### config.mk
export PLATFORM = sky130hd
export DESIGN_NAME = tdm_clk_gen
export DESIGN_NICKNAME = d
export VERILOG_FILES = /design/src/rtl/tdm_clk_pkg.sv /design/src/rtl/tdm_sync.sv /design/src/rtl/tdm_frame_det.sv /design/src/rtl/tdm_phase_ctr.sv /design/src/rtl/tdm_cfg_hold.sv /design/src/rtl/tdm_clk_taps.sv /design/src/rtl/tdm_clk_gen.sv
export SDC_FILE = /design/constraint.sdc
export NUM_CORES = 1
export LEC_CHECK = 0
export BUFFER_PORTS_ARGS = -buffer_cell sky130_fd_sc_hd__buf_2
export CAP_MARGIN = 20
export CORE_MARGIN = 3
export CORE_UTILIZATION = 50
export DETAILED_ROUTE_END_ITERATION = 10
export PLACE_DENSITY_LB_ADDON = 0.3
export SYNTH_ARGS = -nofsm -noshare
export SYNTH_HDL_FRONTEND = slang
export SYNTH_SLANG_ARGS = --single-unit
export TNS_END_PERCENT = 1
### constraint.sdc
create_clock -name clk -period 1.3 [get_ports clk]
set_input_delay 0.195 -clock clk [delete_from_list [all_inputs] [get_ports clk]]
set_output_delay 0.195 -clock clk [all_outputs]
set_load 0.01 [all_outputs]
### src/rtl/tdm_clk_pkg.sv
package tdm_clk_pkg;

   typedef enum logic [1:0] {
      RATE_8M     = 2'b00,
      RATE_4M     = 2'b01,
      RATE_2M     = 2'b10,
      RATE_2M_ALT = 2'b11
   } rate_e;

   typedef struct packed {
      rate_e rate;
      logic  inv;
   } clk_cfg_t;

   localparam clk_cfg_t CFG_DEFAULT = '{rate: RATE_8M, inv: 1'b0};

   typedef struct packed {
      logic sclk;
      logic sclkx2;
      logic c2;
      logic c4;
      logic c16_p;
      logic c16_n;
   } clk_out_t;

   // Output values held while reset is active.
   localparam clk_out_t OUT_RESET = '{sclk: 1'b0, sclkx2: 1'b0, c2: 1'b0,
                                      c4: 1'b0, c16_p: 1'b0, c16_n: 1'b1};

   // Number of halvings of the bit clock below the bus rate.
   function automatic logic [1:0] rate_shift(rate_e r);
      case (r)
         RATE_8M: rate_shift = 2'd0;
         RATE_4M: rate_shift = 2'd1;
         default: rate_shift = 2'd2;
      endcase
   endfunction

endpackage

### src/rtl/tdm_sync.sv
module tdm_sync #(
   parameter int             W       = 1,
   parameter int             STAGES  = 2,
   parameter logic [W-1:0]   RST_VAL = '0
) (
   input  logic         clk,
   input  logic         rst_n,
   input  logic [W-1:0] d,
   output logic [W-1:0] q
);

   logic [W-1:0] stage_q [STAGES];

   for (genvar s = 0; s < STAGES; s++) begin : g_stage
      if (s == 0) begin : g_first
         always_ff @(posedge clk or negedge rst_n) begin
            if (!rst_n) stage_q[s] <= RST_VAL;
            else        stage_q[s] <= d;
         end
      end else begin : g_next
         always_ff @(posedge clk or negedge rst_n) begin
            if (!rst_n) stage_q[s] <= RST_VAL;
            else        stage_q[s] <= stage_q[s-1];
         end
      end
   end

   assign q = stage_q[STAGES-1];

endmodule

### src/rtl/tdm_frame_det.sv
module tdm_frame_det (
   input  logic clk,
   input  logic rst_n,
   input  logic bus_s,
   input  logic frame_n_s,
   output logic strobe
);

   logic bus_prev_q;

   always_ff @(posedge clk or negedge rst_n) begin
      if (!rst_n) bus_prev_q <= 1'b0;
      else        bus_prev_q <= bus_s;
   end

   // Rising edge of the bus clock while the frame pulse is asserted.
   assign strobe = bus_s & ~bus_prev_q & ~frame_n_s;

endmodule

### src/rtl/tdm_phase_ctr.sv
module tdm_phase_ctr #(
   parameter int PH_W     = 5,
   parameter int LOAD_VAL = 3
) (
   input  logic            clk,
   input  logic            rst_n,
   input  logic            load,
   output logic [PH_W-1:0] phase
);

   localparam logic [PH_W-1:0] LOAD_V = PH_W'(LOAD_VAL);

   always_ff @(posedge clk or negedge rst_n) begin
      if (!rst_n)    phase <= '0;
      else if (load) phase <= LOAD_V;
      else           phase <= phase + 1'b1;
   end

endmodule

### src/rtl/tdm_cfg_hold.sv
module tdm_cfg_hold
   import tdm_clk_pkg::*;
(
   input  logic     clk,
   input  logic     rst_n,
   input  logic     capture,
   input  clk_cfg_t cfg_in,
   output clk_cfg_t cfg_act
);

   always_ff @(posedge clk or negedge rst_n) begin
      if (!rst_n)       cfg_act <= CFG_DEFAULT;
      else if (capture) cfg_act <= cfg_in;
   end

endmodule

### src/rtl/tdm_clk_taps.sv
module tdm_clk_taps
   import tdm_clk_pkg::*;
#(
   parameter int LOG_SPB = 3,
   parameter int PH_W    = LOG_SPB + 2
) (
   input  logic            clk,
   input  logic            rst_n,
   input  logic [PH_W-1:0] phase,
   input  clk_cfg_t        cfg,
   output clk_out_t        outs
);

   localparam int N_RATES = 3;

   logic [N_RATES-1:0] sclk_cand;
   logic [N_RATES-1:0] x2_cand;
   logic [1:0]         sh;
   clk_out_t           nxt;

   // One candidate tap per selectable rate; sclkx2 sits one bit lower.
   for (genvar g = 0; g < N_RATES; g++) begin : g_tap
      assign sclk_cand[g] = ~phase[LOG_SPB-1+g];
      assign x2_cand[g]   = ~phase[LOG_SPB-2+g];
   end

   assign sh = rate_shift(cfg.rate);

   always_comb begin
      nxt.sclk   = sclk_cand[sh];
      nxt.sclkx2 = x2_cand[sh] ^ cfg.inv;
      nxt.c16_p  = ~phase[LOG_SPB-2];
      nxt.c16_n  = phase[LOG_SPB-2];
      nxt.c4     = ~phase[LOG_SPB];
      nxt.c2     = ~phase[LOG_SPB+1];
   end

   always_ff @(posedge clk or negedge rst_n) begin
      if (!rst_n) outs <= OUT_RESET;
      else        outs <= nxt;
   end

endmodule

### src/rtl/tdm_clk_gen.sv
module tdm_clk_gen
   import tdm_clk_pkg::*;
#(
   parameter int SYS_PER_BUS = 8,
   parameter int SYNC_STAGES = 2
) (
   input  logic       clk,
   input  logic       rst_n,
   input  logic       bus_clk,
   input  logic       bus_frame_n,
   input  logic [1:0] cfg_rate,
   input  logic       cfg_inv,
   output logic       sclk,
   output logic       sclkx2,
   output logic       c2,
   output logic       c4,
   output logic       c16_p,
   output logic       c16_n
);

   localparam int LOG_SPB  = $clog2(SYS_PER_BUS);
   localparam int PH_W     = LOG_SPB + 2;
   // Reload value that absorbs synchroniser, strobe and output register delay.
   localparam int LOAD_VAL = SYNC_STAGES + 1;

   if (SYS_PER_BUS < 4 || (SYS_PER_BUS & (SYS_PER_BUS - 1)) != 0) begin : g_bad_spb
      $error("SYS_PER_BUS must be a power of two of at least 4");
   end
   if (SYNC_STAGES < 2) begin : g_bad_sync
      $error("SYNC_STAGES must be at least 2");
   end
   if (LOAD_VAL >= (1 << PH_W)) begin : g_bad_load
      $error("SYNC_STAGES too large for the phase counter");
   end

   logic [1:0]      sync_q;
   logic            bus_s;
   logic            frame_n_s;
   logic            frame_strobe;
   logic [PH_W-1:0] phase;
   clk_cfg_t        cfg_in;
   clk_cfg_t        cfg_act;
   clk_out_t        outs;
   logic [1:0]      act_rate;
   logic            act_inv;

   tdm_sync #(
      .W       (2),
      .STAGES  (SYNC_STAGES),
      .RST_VAL (2'b01)
   ) u_sync (
      .clk   (clk),
      .rst_n (rst_n),
      .d     ({bus_clk, bus_frame_n}),
      .q     (sync_q)
   );

   assign bus_s     = sync_q[1];
   assign frame_n_s = sync_q[0];

   tdm_frame_det u_det (
      .clk       (clk),
      .rst_n     (rst_n),
      .bus_s     (bus_s),
      .frame_n_s (frame_n_s),
      .strobe    (frame_strobe)
   );

   tdm_phase_ctr #(
      .PH_W     (PH_W),
      .LOAD_VAL (LOAD_VAL)
   ) u_ctr (
      .clk   (clk),
      .rst_n (rst_n),
      .load  (frame_strobe),
      .phase (phase)
   );

   assign cfg_in.rate = rate_e'(cfg_rate);
   assign cfg_in.inv  = cfg_inv;

   tdm_cfg_hold u_cfg (
      .clk     (clk),
      .rst_n   (rst_n),
      .capture (frame_strobe),
      .cfg_in  (cfg_in),
      .cfg_act (cfg_act)
   );

   assign act_rate = cfg_act.rate;
   assign act_inv  = cfg_act.inv;

   tdm_clk_taps #(
      .LOG_SPB (LOG_SPB),
      .PH_W    (PH_W)
   ) u_taps (
      .clk   (clk),
      .rst_n (rst_n),
      .phase (phase),
      .cfg   (cfg_act),
      .outs  (outs)
   );

   assign sclk   = outs.sclk;
   assign sclkx2 = outs.sclkx2;
   assign c2     = outs.c2;
   assign c4     = outs.c4;
   assign c16_p  = outs.c16_p;
   assign c16_n  = outs.c16_n;

endmodule

==> metrics <==
Clk Latency, worst-skew pair 0.30 ns; Worst-path clk slew 0.11 ns; H-tree levels 1; clk sinks 19; GRT Overall Usage 11.3%; drt wl/cell 11.4 microns; FMAX between 0.8 and 0.9 GHz; Max Buffers Root-to-Sink 2; n_diodes 0; Via density 4.82; # fillers 86; final hold vios 0; post-synthesis cell count 44; xor and xnor area share after synthesis 5.29%; final setup vio count 0; library cells used by synthesis 15; syn_nets between 50 and 60; Starting DRT DRC Count 1; post-cts hold buffer count 3; layout cells sized above 1 a little under two fifths; Vias 371; Slew Limit Fails 0; initial antenna violation count 0; worst hold path type in2reg; max cap viols 0; Syn-to-layout area delta 20.4%; Least-Margin Pin Slew 0.388 ns; crit path DAT 1.40 ns; power density cells 2000 mW/mm^2; period utilisation layout 93.8%; CP Max Fanout 8; CTS Buf Count 3; first-pass GRT wire length 1.46 mm; CP Capture Type register; fin nets 72; synth warn 0; Startpoint Class register; HPWL after DPL between 600 and 700 microns; Slew Limit Headroom 74.1%; Post-DRT Antenna Nets 0; outcome completed; min Tclk post-route 1.22 ns; GPL Wtd Cong 0.705; drc violations 0; R2R cell count 2; largest net degree at the start of global routing 20; final setup TNS 0 ns; die width 42.4 microns; Die Area 0.00180 sq mm; CTS resizes 0; Root Buffer clkbuf_4; Simple-Gate Fraction of Synth Area under 10%; Seq cells post-synth 19; Die Ht 42.4 microns; Critical Path RT 1.48 ns; Worst Skew 0.0111 ns; area share of the largest cell type after synthesis 60.5%; cell row count 12; synthesized area per cell 15.0 sq um; kind of critical path reg2reg; synthesized area between 600 and 700 sq um; total power 1.60 mW; Synth area leader dfrtp_1; vias in the first global route 350; core area 0.00117 sq mm; Hold Path Stages 2; global route overflow 0; setup slack after layout 0.0803 ns; largest family of logic cells by synthesized area simple AND/OR/NAND/NOR gates; Final Util 68.1%; Adder-Cell Fraction of Synth Area 1.89%; TritonCTS clock tree done; number of detailed-route iterations in the first pass 2; Post-CTS Setup Bufs 0; IO Pins 13; post-synthesis sequential area ratio between 70% and 80%; Starting Density 56.5%; IO Port Bufs 12; dpl ws 0.101 ns; worst vdd ir 1.04 mV; post-synthesis mux area share around 8.1%; RSZ-0062 raised after global routing false; WL final between 800 and 900 microns; top post-synthesis cells by area dfrtp_1 60%, dfstp_2 12%, xnor2_1 5.3%; Leak Pwr 0.371 nW; compound-cell area share of the yosys netlist 1.51%
cell usage in the layout (no fill, tap or decap):
master	instances
nor3b_4	1
dlygate4sd3_1	3
xnor2_1	4
nand2b_1	1
nand3_1	2
inv_1	3
clkbuf_4	3
or2_2	1
clkinv_2	1
ha_1	1
nand2_1	1
buf_2	12
mux2i_1	2
nor2_1	4
a21oi_1	1
dfrtp_1	16
o21ai_0	1
mux2_2	3
dfstp_2	3
power by group:
part           internal, mW  total (mW)  switching, mW
clock                 0.114       0.289          0.174
combinational         0.215       0.420          0.205
sequential            0.783       0.889          0.105
total                  1.11        1.60          0.484
worst max-delay path, stage by stage (launching register included):
cell and delay (ns):
dfrtp_1 0.41, nor3b_4 0.32, mux2_2 0.37
sequential cells by signal (all words and copies together), names as in the netlist:
name / count
u_cfg.cfg_act: 3
u_taps.outs: 6
u_ctr.phase: 5
u_det.bus_prev_q: 1
u_sync.stage_q: 2
u_sync.q: 2
synthesized netlist by cell type:
cell      number
xnor2_1        4
nor2_1         4
inv_1          3
or2_2          1
mux2_2         3
nand2b_1       1
mux2i_1        2
dfstp_2        3
ha_1           1
nor3b_4        1
a21oi_1        1
nand3_1        2
o21ai_0        1
dfrtp_1       16
nand2_1        1
layer usage:
metal | part of all wire [%] | global-route usage, %
met1 | 45 | 14.1
met2 | 47 | 16.4
met3 | 6.2 | 2.58
met4 | 2.4 | 9.32
met5 | 0 | 0
area by class of cell:
type | instances | area [sq um] | area share [%]
tap | 14 | 17.5 | 2.20
clock buffer | 3 | 22.5 | 2.83
sequential | 19 | 479 | 60.1
inverter | 3 | 11.3 | 1.41
multi-input combinational | 22 | 171 | 21.5
timing repair buffer | 15 | 90.1 | 11.3
clock inverter | 1 | 5.00 | 0.628
worst paths after layout:
check                                       startpoint                      endpoint  slack [ns]
max reg2reg                 u_det.bus_prev_q$_DFF_PN0_  u_cfg.cfg_act[0]$_DFFE_PN0P_        0.08
max in group asynchronous                        rst_n   u_sync.stage_q[2]$_DFF_PN1_        0.64
min                                        cfg_rate[1]  u_cfg.cfg_act[2]$_DFFE_PN0P_        0.12
max                         u_det.bus_prev_q$_DFF_PN0_  u_cfg.cfg_act[0]$_DFFE_PN0P_        0.08
min in group asynchronous                        rst_n      u_ctr.phase[0]$_DFF_PN0_        0.34
min reg2reg                u_sync.stage_q[3]$_DFF_PN0_         u_sync.q[1]$_DFF_PN0_        0.36
kinds of logic after synthesis:
| family | after synthesis |
|---|---|
| adders and majority gates | 1 |
| xor gates and xnor gates | 4 |
| muxes | 5 |
| and+or+nand+nor | 10 |
| buffers and inverters | 3 |
| DFF | 19 |
| AOI/OAI and AO/OA | 2 |
through the flow:
stage / hold slack, ns / cells / instance area (sq um)
6_report: 0.119 / 77 / 797
4_1_cts: 0.118 / 77 / 797
3_3_place_gp: 0.141 / 70 / 739
2_1_floorplan: -0.101 / 44 / 662
5_1_grt: 0.128 / 77 / 797
3_5_place_dp: 0.146 / 70 / 739
No activity file was read; power rests on OpenSTA's default activity.
